**src/rtl/artimer_pkg.sv**
```systemverilog
`timescale 1ns/1ps
package artimer_pkg;
  typedef enum logic [2:0] {
    SEL_NONE = 3'd0,
    SEL_STS  = 3'd1,
    SEL_IEN  = 3'd2,
    SEL_CTL  = 3'd3,
    SEL_CNT  = 3'd4,
    SEL_LOAD = 3'd5
  } reg_sel_e;

  localparam int CTL_RUN   = 0;
  localparam int CTL_AUTO  = 1;
  localparam int IEN_MATCH = 0;
  localparam int IEN_OVF   = 1;
  localparam int IEN_CAPT  = 2;
  localparam int IEN_W     = 3;
  localparam int STS_OVF   = 1;
endpackage

```
**src/rtl/artimer_decode.sv**
```systemverilog
`timescale 1ns/1ps
module artimer_decode #(
  parameter int LAYOUT = 0,
  parameter int ADDR_W = 8
) (
  input  logic [ADDR_W-1:0]      addr,
  output artimer_pkg::reg_sel_e  sel
);
  import artimer_pkg::*;

  generate
    if (LAYOUT == 0) begin : g_map_high
      always_comb begin
        case (addr)
          ADDR_W'(8'h28): sel = SEL_STS;
          ADDR_W'(8'h2C): sel = SEL_IEN;
          ADDR_W'(8'h38): sel = SEL_CTL;
          ADDR_W'(8'h3C): sel = SEL_CNT;
          ADDR_W'(8'h40): sel = SEL_LOAD;
          default:        sel = SEL_NONE;
        endcase
      end
    end else begin : g_map_low
      always_comb begin
        case (addr)
          ADDR_W'(8'h18): sel = SEL_STS;
          ADDR_W'(8'h1C): sel = SEL_IEN;
          ADDR_W'(8'h24): sel = SEL_CTL;
          ADDR_W'(8'h28): sel = SEL_CNT;
          ADDR_W'(8'h2C): sel = SEL_LOAD;
          default:        sel = SEL_NONE;
        endcase
      end
    end
  endgenerate
endmodule

```
**src/rtl/artimer_count.sv**
```systemverilog
`timescale 1ns/1ps
module artimer_count #(
  parameter int CNT_W = 32
) (
  input  logic             clk,
  input  logic             rst_n,
  input  logic             tick,
  input  logic             wr_cnt,
  input  logic             wr_ctl,
  input  logic             wr_load,
  input  logic [CNT_W-1:0] wdata,
  output logic [CNT_W-1:0] cnt_q,
  output logic [CNT_W-1:0] load_q,
  output logic             run_q,
  output logic             auto_q,
  output logic             wrap
);
  import artimer_pkg::*;

  logic advance;
  logic at_top;

  assign advance = run_q & tick;
  assign at_top  = &cnt_q;
  // a bus write to the counter swallows the tick, including its overflow
  assign wrap    = advance & at_top & ~wr_cnt;

  always_ff @(posedge clk or negedge rst_n) begin
    if (!rst_n) begin
      cnt_q  <= '0;
      load_q <= '0;
      run_q  <= 1'b0;
      auto_q <= 1'b0;
    end else begin
      if (wr_load) load_q <= wdata;

      if (wr_cnt)       cnt_q <= wdata;
      else if (advance) cnt_q <= at_top ? (auto_q ? load_q : '0) : cnt_q + 1'b1;

      if (wr_ctl) begin
        run_q  <= wdata[CTL_RUN];
        auto_q <= wdata[CTL_AUTO];
      end else if (wrap && !auto_q) begin
        run_q  <= 1'b0;
      end
    end
  end
endmodule

```
**src/rtl/artimer_irqctl.sv**
```systemverilog
`timescale 1ns/1ps
module artimer_irqctl #(
  parameter int EN_W = 3
) (
  input  logic            clk,
  input  logic            rst_n,
  input  logic            wrap,
  input  logic            wr_sts,
  input  logic            clr_bit,
  input  logic            wr_ien,
  input  logic [EN_W-1:0] ien_wdata,
  output logic            ovf_q,
  output logic [EN_W-1:0] ien_q,
  output logic            irq
);
  import artimer_pkg::*;

  always_ff @(posedge clk or negedge rst_n) begin
    if (!rst_n) begin
      ovf_q <= 1'b0;
      ien_q <= '0;
    end else begin
      if (wrap)                   ovf_q <= 1'b1;
      else if (wr_sts && clr_bit) ovf_q <= 1'b0;
      if (wr_ien) ien_q <= ien_wdata;
    end
  end

  assign irq = ovf_q & ien_q[IEN_OVF];
endmodule

```
**src/rtl/artimer_top.sv**
```systemverilog
`timescale 1ns/1ps
module artimer_top #(
  parameter int LAYOUT = 0,
  parameter int ADDR_W = 8,
  parameter int DATA_W = 32
) (
  input  logic              clk,
  input  logic              rst_n,
  input  logic              tick,
  input  logic              bus_wr,
  input  logic              bus_rd,
  input  logic [ADDR_W-1:0] bus_addr,
  input  logic [DATA_W-1:0] bus_wdata,
  output logic [DATA_W-1:0] bus_rdata,
  output logic              irq
);
  import artimer_pkg::*;

  reg_sel_e          sel;
  logic              wr_cnt, wr_ctl, wr_load, wr_sts, wr_ien;
  logic [DATA_W-1:0] cnt_q, load_q;
  logic              run_q, auto_q, wrap, ovf_q;
  logic [IEN_W-1:0]  ien_q;

  artimer_decode #(.LAYOUT(LAYOUT), .ADDR_W(ADDR_W)) u_decode (
    .addr (bus_addr),
    .sel  (sel)
  );

  assign wr_cnt  = bus_wr && (sel == SEL_CNT);
  assign wr_ctl  = bus_wr && (sel == SEL_CTL);
  assign wr_load = bus_wr && (sel == SEL_LOAD);
  assign wr_sts  = bus_wr && (sel == SEL_STS);
  assign wr_ien  = bus_wr && (sel == SEL_IEN);

  artimer_count #(.CNT_W(DATA_W)) u_count (
    .clk     (clk),
    .rst_n   (rst_n),
    .tick    (tick),
    .wr_cnt  (wr_cnt),
    .wr_ctl  (wr_ctl),
    .wr_load (wr_load),
    .wdata   (bus_wdata),
    .cnt_q   (cnt_q),
    .load_q  (load_q),
    .run_q   (run_q),
    .auto_q  (auto_q),
    .wrap    (wrap)
  );

  artimer_irqctl #(.EN_W(IEN_W)) u_irqctl (
    .clk       (clk),
    .rst_n     (rst_n),
    .wrap      (wrap),
    .wr_sts    (wr_sts),
    .clr_bit   (bus_wdata[STS_OVF]),
    .wr_ien    (wr_ien),
    .ien_wdata (bus_wdata[IEN_W-1:0]),
    .ovf_q     (ovf_q),
    .ien_q     (ien_q),
    .irq       (irq)
  );

  always_comb begin
    bus_rdata = '0;
    if (bus_rd) begin
      case (sel)
        SEL_STS:  bus_rdata[STS_OVF] = ovf_q;
        SEL_IEN:  bus_rdata[IEN_W-1:0] = ien_q;
        SEL_CTL: begin
          bus_rdata[CTL_RUN]  = run_q;
          bus_rdata[CTL_AUTO] = auto_q;
        end
        SEL_CNT:  bus_rdata = cnt_q;
        SEL_LOAD: bus_rdata = load_q;
        default:  bus_rdata = '0;
      endcase
    end
  end
endmodule

```
**config.mk**
```make
export PLATFORM = sky130hd
export DESIGN_NAME = artimer_top
export DESIGN_NICKNAME = d
export VERILOG_FILES = /design/src/rtl/artimer_pkg.sv /design/src/rtl/artimer_decode.sv /design/src/rtl/artimer_count.sv /design/src/rtl/artimer_irqctl.sv /design/src/rtl/artimer_top.sv
export SDC_FILE = /design/constraint.sdc
export NUM_CORES = 1
export LEC_CHECK = 0
export BUFFER_PORTS_ARGS = -buffer_cell sky130_fd_sc_hd__buf_2
export CORE_UTILIZATION = 60
export CTS_BUF_LIST = sky130_fd_sc_hd__clkbuf_4 sky130_fd_sc_hd__clkbuf_8
export DETAILED_ROUTE_END_ITERATION = 8
export PLACE_DENSITY = 0.94
export SLEW_MARGIN = 20
export SYNTH_ARGS = -nofsm -noshare
export SYNTH_HDL_FRONTEND = slang
export SYNTH_SLANG_ARGS = --single-unit
export TNS_END_PERCENT = 5
```
**constraint.sdc**
```tcl
create_clock -name clk -period 3.5 [get_ports clk]
set_input_delay 0.35 -clock clk [delete_from_list [all_inputs] [get_ports clk]]
set_output_delay 0.35 -clock clk [all_outputs]
set_load 0.005 [all_outputs]
```
==> metrics.yaml <==
sta:
  fin_crit_ns: 2.80
  slew_viol_final: 0
  rsz0062_at_grt: "false"
  setup_violations: 0
  setup_tns_ns: 0
  worst_pin_slew_ns: 0.900
  skew_ns: 0.0110
  max_freq_ghz: 0.357
  hold_violations: 0
  fin_crit_sh: 0.800
  holdWs_ns: 0.188
  slew_headroom: 0.400
yosys:
  yosysUniqueCellTypes: 51
  synth_cells: 476
  syn_nets: 522
  syn_area_um2: 4430
  synth.most_common_cell: "dfrtp_1"
  yosysTopAreaCell: "dfrtp_1"
  synth_top_cells_by_count: "70 x dfrtp_1, 45 x nand2_1, 38 x mux2_2"
  ys_warn_count: 0
  ys_seq_area_frac: 0.395
  synthFlopType: "dfrtp_1"
  avgSynthCellArea_um2: 9.31
  async_flop_share: 1.00
  synth_top_area_share: 0.395
  synth_edf_count: 0
  ys_ff_latch: 70
  yosys-top-cells-area: "dfrtp_1 40%, mux2_2 9.7%, a22oi_1 5.1%"
floorplan:
  start_util: 0.635
  die-area_um2: 7730
  core_um2: 6980
  dieWidth_um: 87.9
  die_h_um: 87.9
  io_pins: 78
  rows: 30
worst_setup_path:
  start_kind: "primary input"
  arrival_ns: 2.45
  cp_max_fo: 16
  worst_ep_required_time_ns: 3.15
  end_kind: "output port"
  critPathKind: "in -> out"
drt:
  avgViaCountPerCell: 6.57
  dr_total_vias: 4212
  routedWlPerCell_um: 18.9
  postRouteAntennaNets: 0
  drc: 0
  first_pass_iters: 6
  routed_wl_mm: 12.1
  drtIter0Drc: 345
global_route:
  grt_pass1_vias: 4148
  grt_max_degree: 71
  gr-total-overflow: 0
  grt_antenna_before_repair: 0
  grt_pass1_wl_mm: 19.3
  grt.total_usage: 0.330
layout:
  drive_gt1_frac: 0.292
  final_nets: 586
  multiInputGateArea_um2: 2520
  seqCellArea_um2: 1750
  final_cells: 641
  num-fill-cells: 536
  antenna_cells: 0
  area_growth_syn_to_layout_pct: 13.8
placement:
  place.gp.congestion: 0.908
  hpwl_mm: 7.94
  place.port_buffers: 77
  place_inst: 625
clocking:
  cts_sinks: 70
  clk_pin_slew_ns: 0.08
  post_cts_buffers: 0
  clock-root-buffer: "clkbuf_8"
  htreeDepth: 3
  clkLatencyLatePin_ns: 0.36
  cts_tree: "built"
  numCtsBuffers: 9
  cts_resized: 0
  postCtsHoldBufs: 0
  clockBufferDepth: 2
hold_path:
  holdCritPathClass: "in -> async"
power_and_ir_drop:
  total_power_mw: 1.96
  p_leak_nw: 2.29
  p_per_area_nw_per_um2: 390
  vdd_drop_max_v: 0.000286
outcome:
  status: "complete, no violations"
job:
  drv_cap: 0
-- flip-flops by register name, indices dropped and copies added (netlist names) --
register	cells
u_count.cnt_q	32
u_count.load_q	32
u_irqctl.ien_q	3
u_count.auto_q	1
u_count.run_q	1
u_irqctl.ovf_q	1
-- where the power goes --
group | internal (mW) | switching [mW] | leakage, nW | total, mW
Clock | 0.324 | 0.317 | 0.0948 | 0.641
Sequential | 0.894 | 0.135 | 0.947 | 1.03
Combinational | 0.154 | 0.140 | 1.24 | 0.294
Total | 1.37 | 0.593 | 2.29 | 1.96
-- per-layer routing --
| metal | vias up | share of wire | global-route usage |
|---|---|---|---|
| met2 | 239 | 0.49 | 0.538 |
| met3 | 39 | 0.083 | 0.0603 |
| li1 | 1892 | - | - |
| met4 | 0 | 0.033 | 0.203 |
| met1 | 2042 | 0.39 | 0.406 |
| met5 | - | 0 | 0 |
-- stage by stage --
stage | cell area [µm²] | util | setup slack, ns
after floorplan | 4430 | - | 1.41
after global placement | 4850 | 0.695 | 0.854
after detailed placement | 4850 | 0.695 | 0.723
after CTS | 5040 | 0.722 | 0.725
after global routing | 5040 | 0.722 | 0.571
final | 5040 | 0.722 | 0.702
-- path summary, 6_finish.rpt --
kind	from	endpoint	slack [ns]	cells past startpoint
setup / recovery	bus_addr[1]	bus_rdata[30]	0.70	8
hold reg to reg	u_irqctl.ien_q[2]	u_irqctl.ien_q[2]	0.52	1
hold / removal	rst_n	u_count.load_q[27]	0.19	2
setup reg to reg	u_count.cnt_q[0]	u_count.cnt_q[15]	1.02	7
min in group clk	bus_wdata[18]	u_count.cnt_q[18]	0.21	3
max in group asynchronous	rst_n	u_count.load_q[6]	2.70	2
-- placed cells by master (no fill, tap or decap), types with 7 or more instances in the layout --
master	count
nand4_1	12
o21ai_0	11
xor2_1	14
nor2_1	17
and3_1	27
dfrtp_1	70
xnor2_1	7
and2_1	10
a21oi_1	23
buf_4	8
o211ai_1	14
buf_2	77
mux2_2	38
a21oi_2	9
clkbuf_8	9
and4_1	9
nand2_1	45
nor2b_1	29
nor3_1	15
a22oi_1	30
nand3_1	16
-- critical path: stages --
cell and delay, ns:
buf_2 0.11, or3_4 0.40, nor2_1 0.20, and3_1 0.64
buf_4 0.34, a22oi_1 0.13, nor2b_1 0.15, buf_2 0.12
-- kinds of logic after synthesis --
group / share of synthesized area
compound gates: 0.172
buf+inv: 0.0370
fa+ha+maj: 0.00282
flops: 0.395
simple gates: 0.252
xor+xnor: 0.0415
mux: 0.0988
-- cell type report --
cell class,instances,area share
Clock buffer,9,0.0246
Clock inverter,7,0.0129
Inverter,3,0.00223
Multi-Input combinational cell,371,0.501
Sequential cell,70,0.347
Tap cell,96,0.0238
Timing Repair Buffer,85,0.0883
Power figures use the tool's default switching activity.
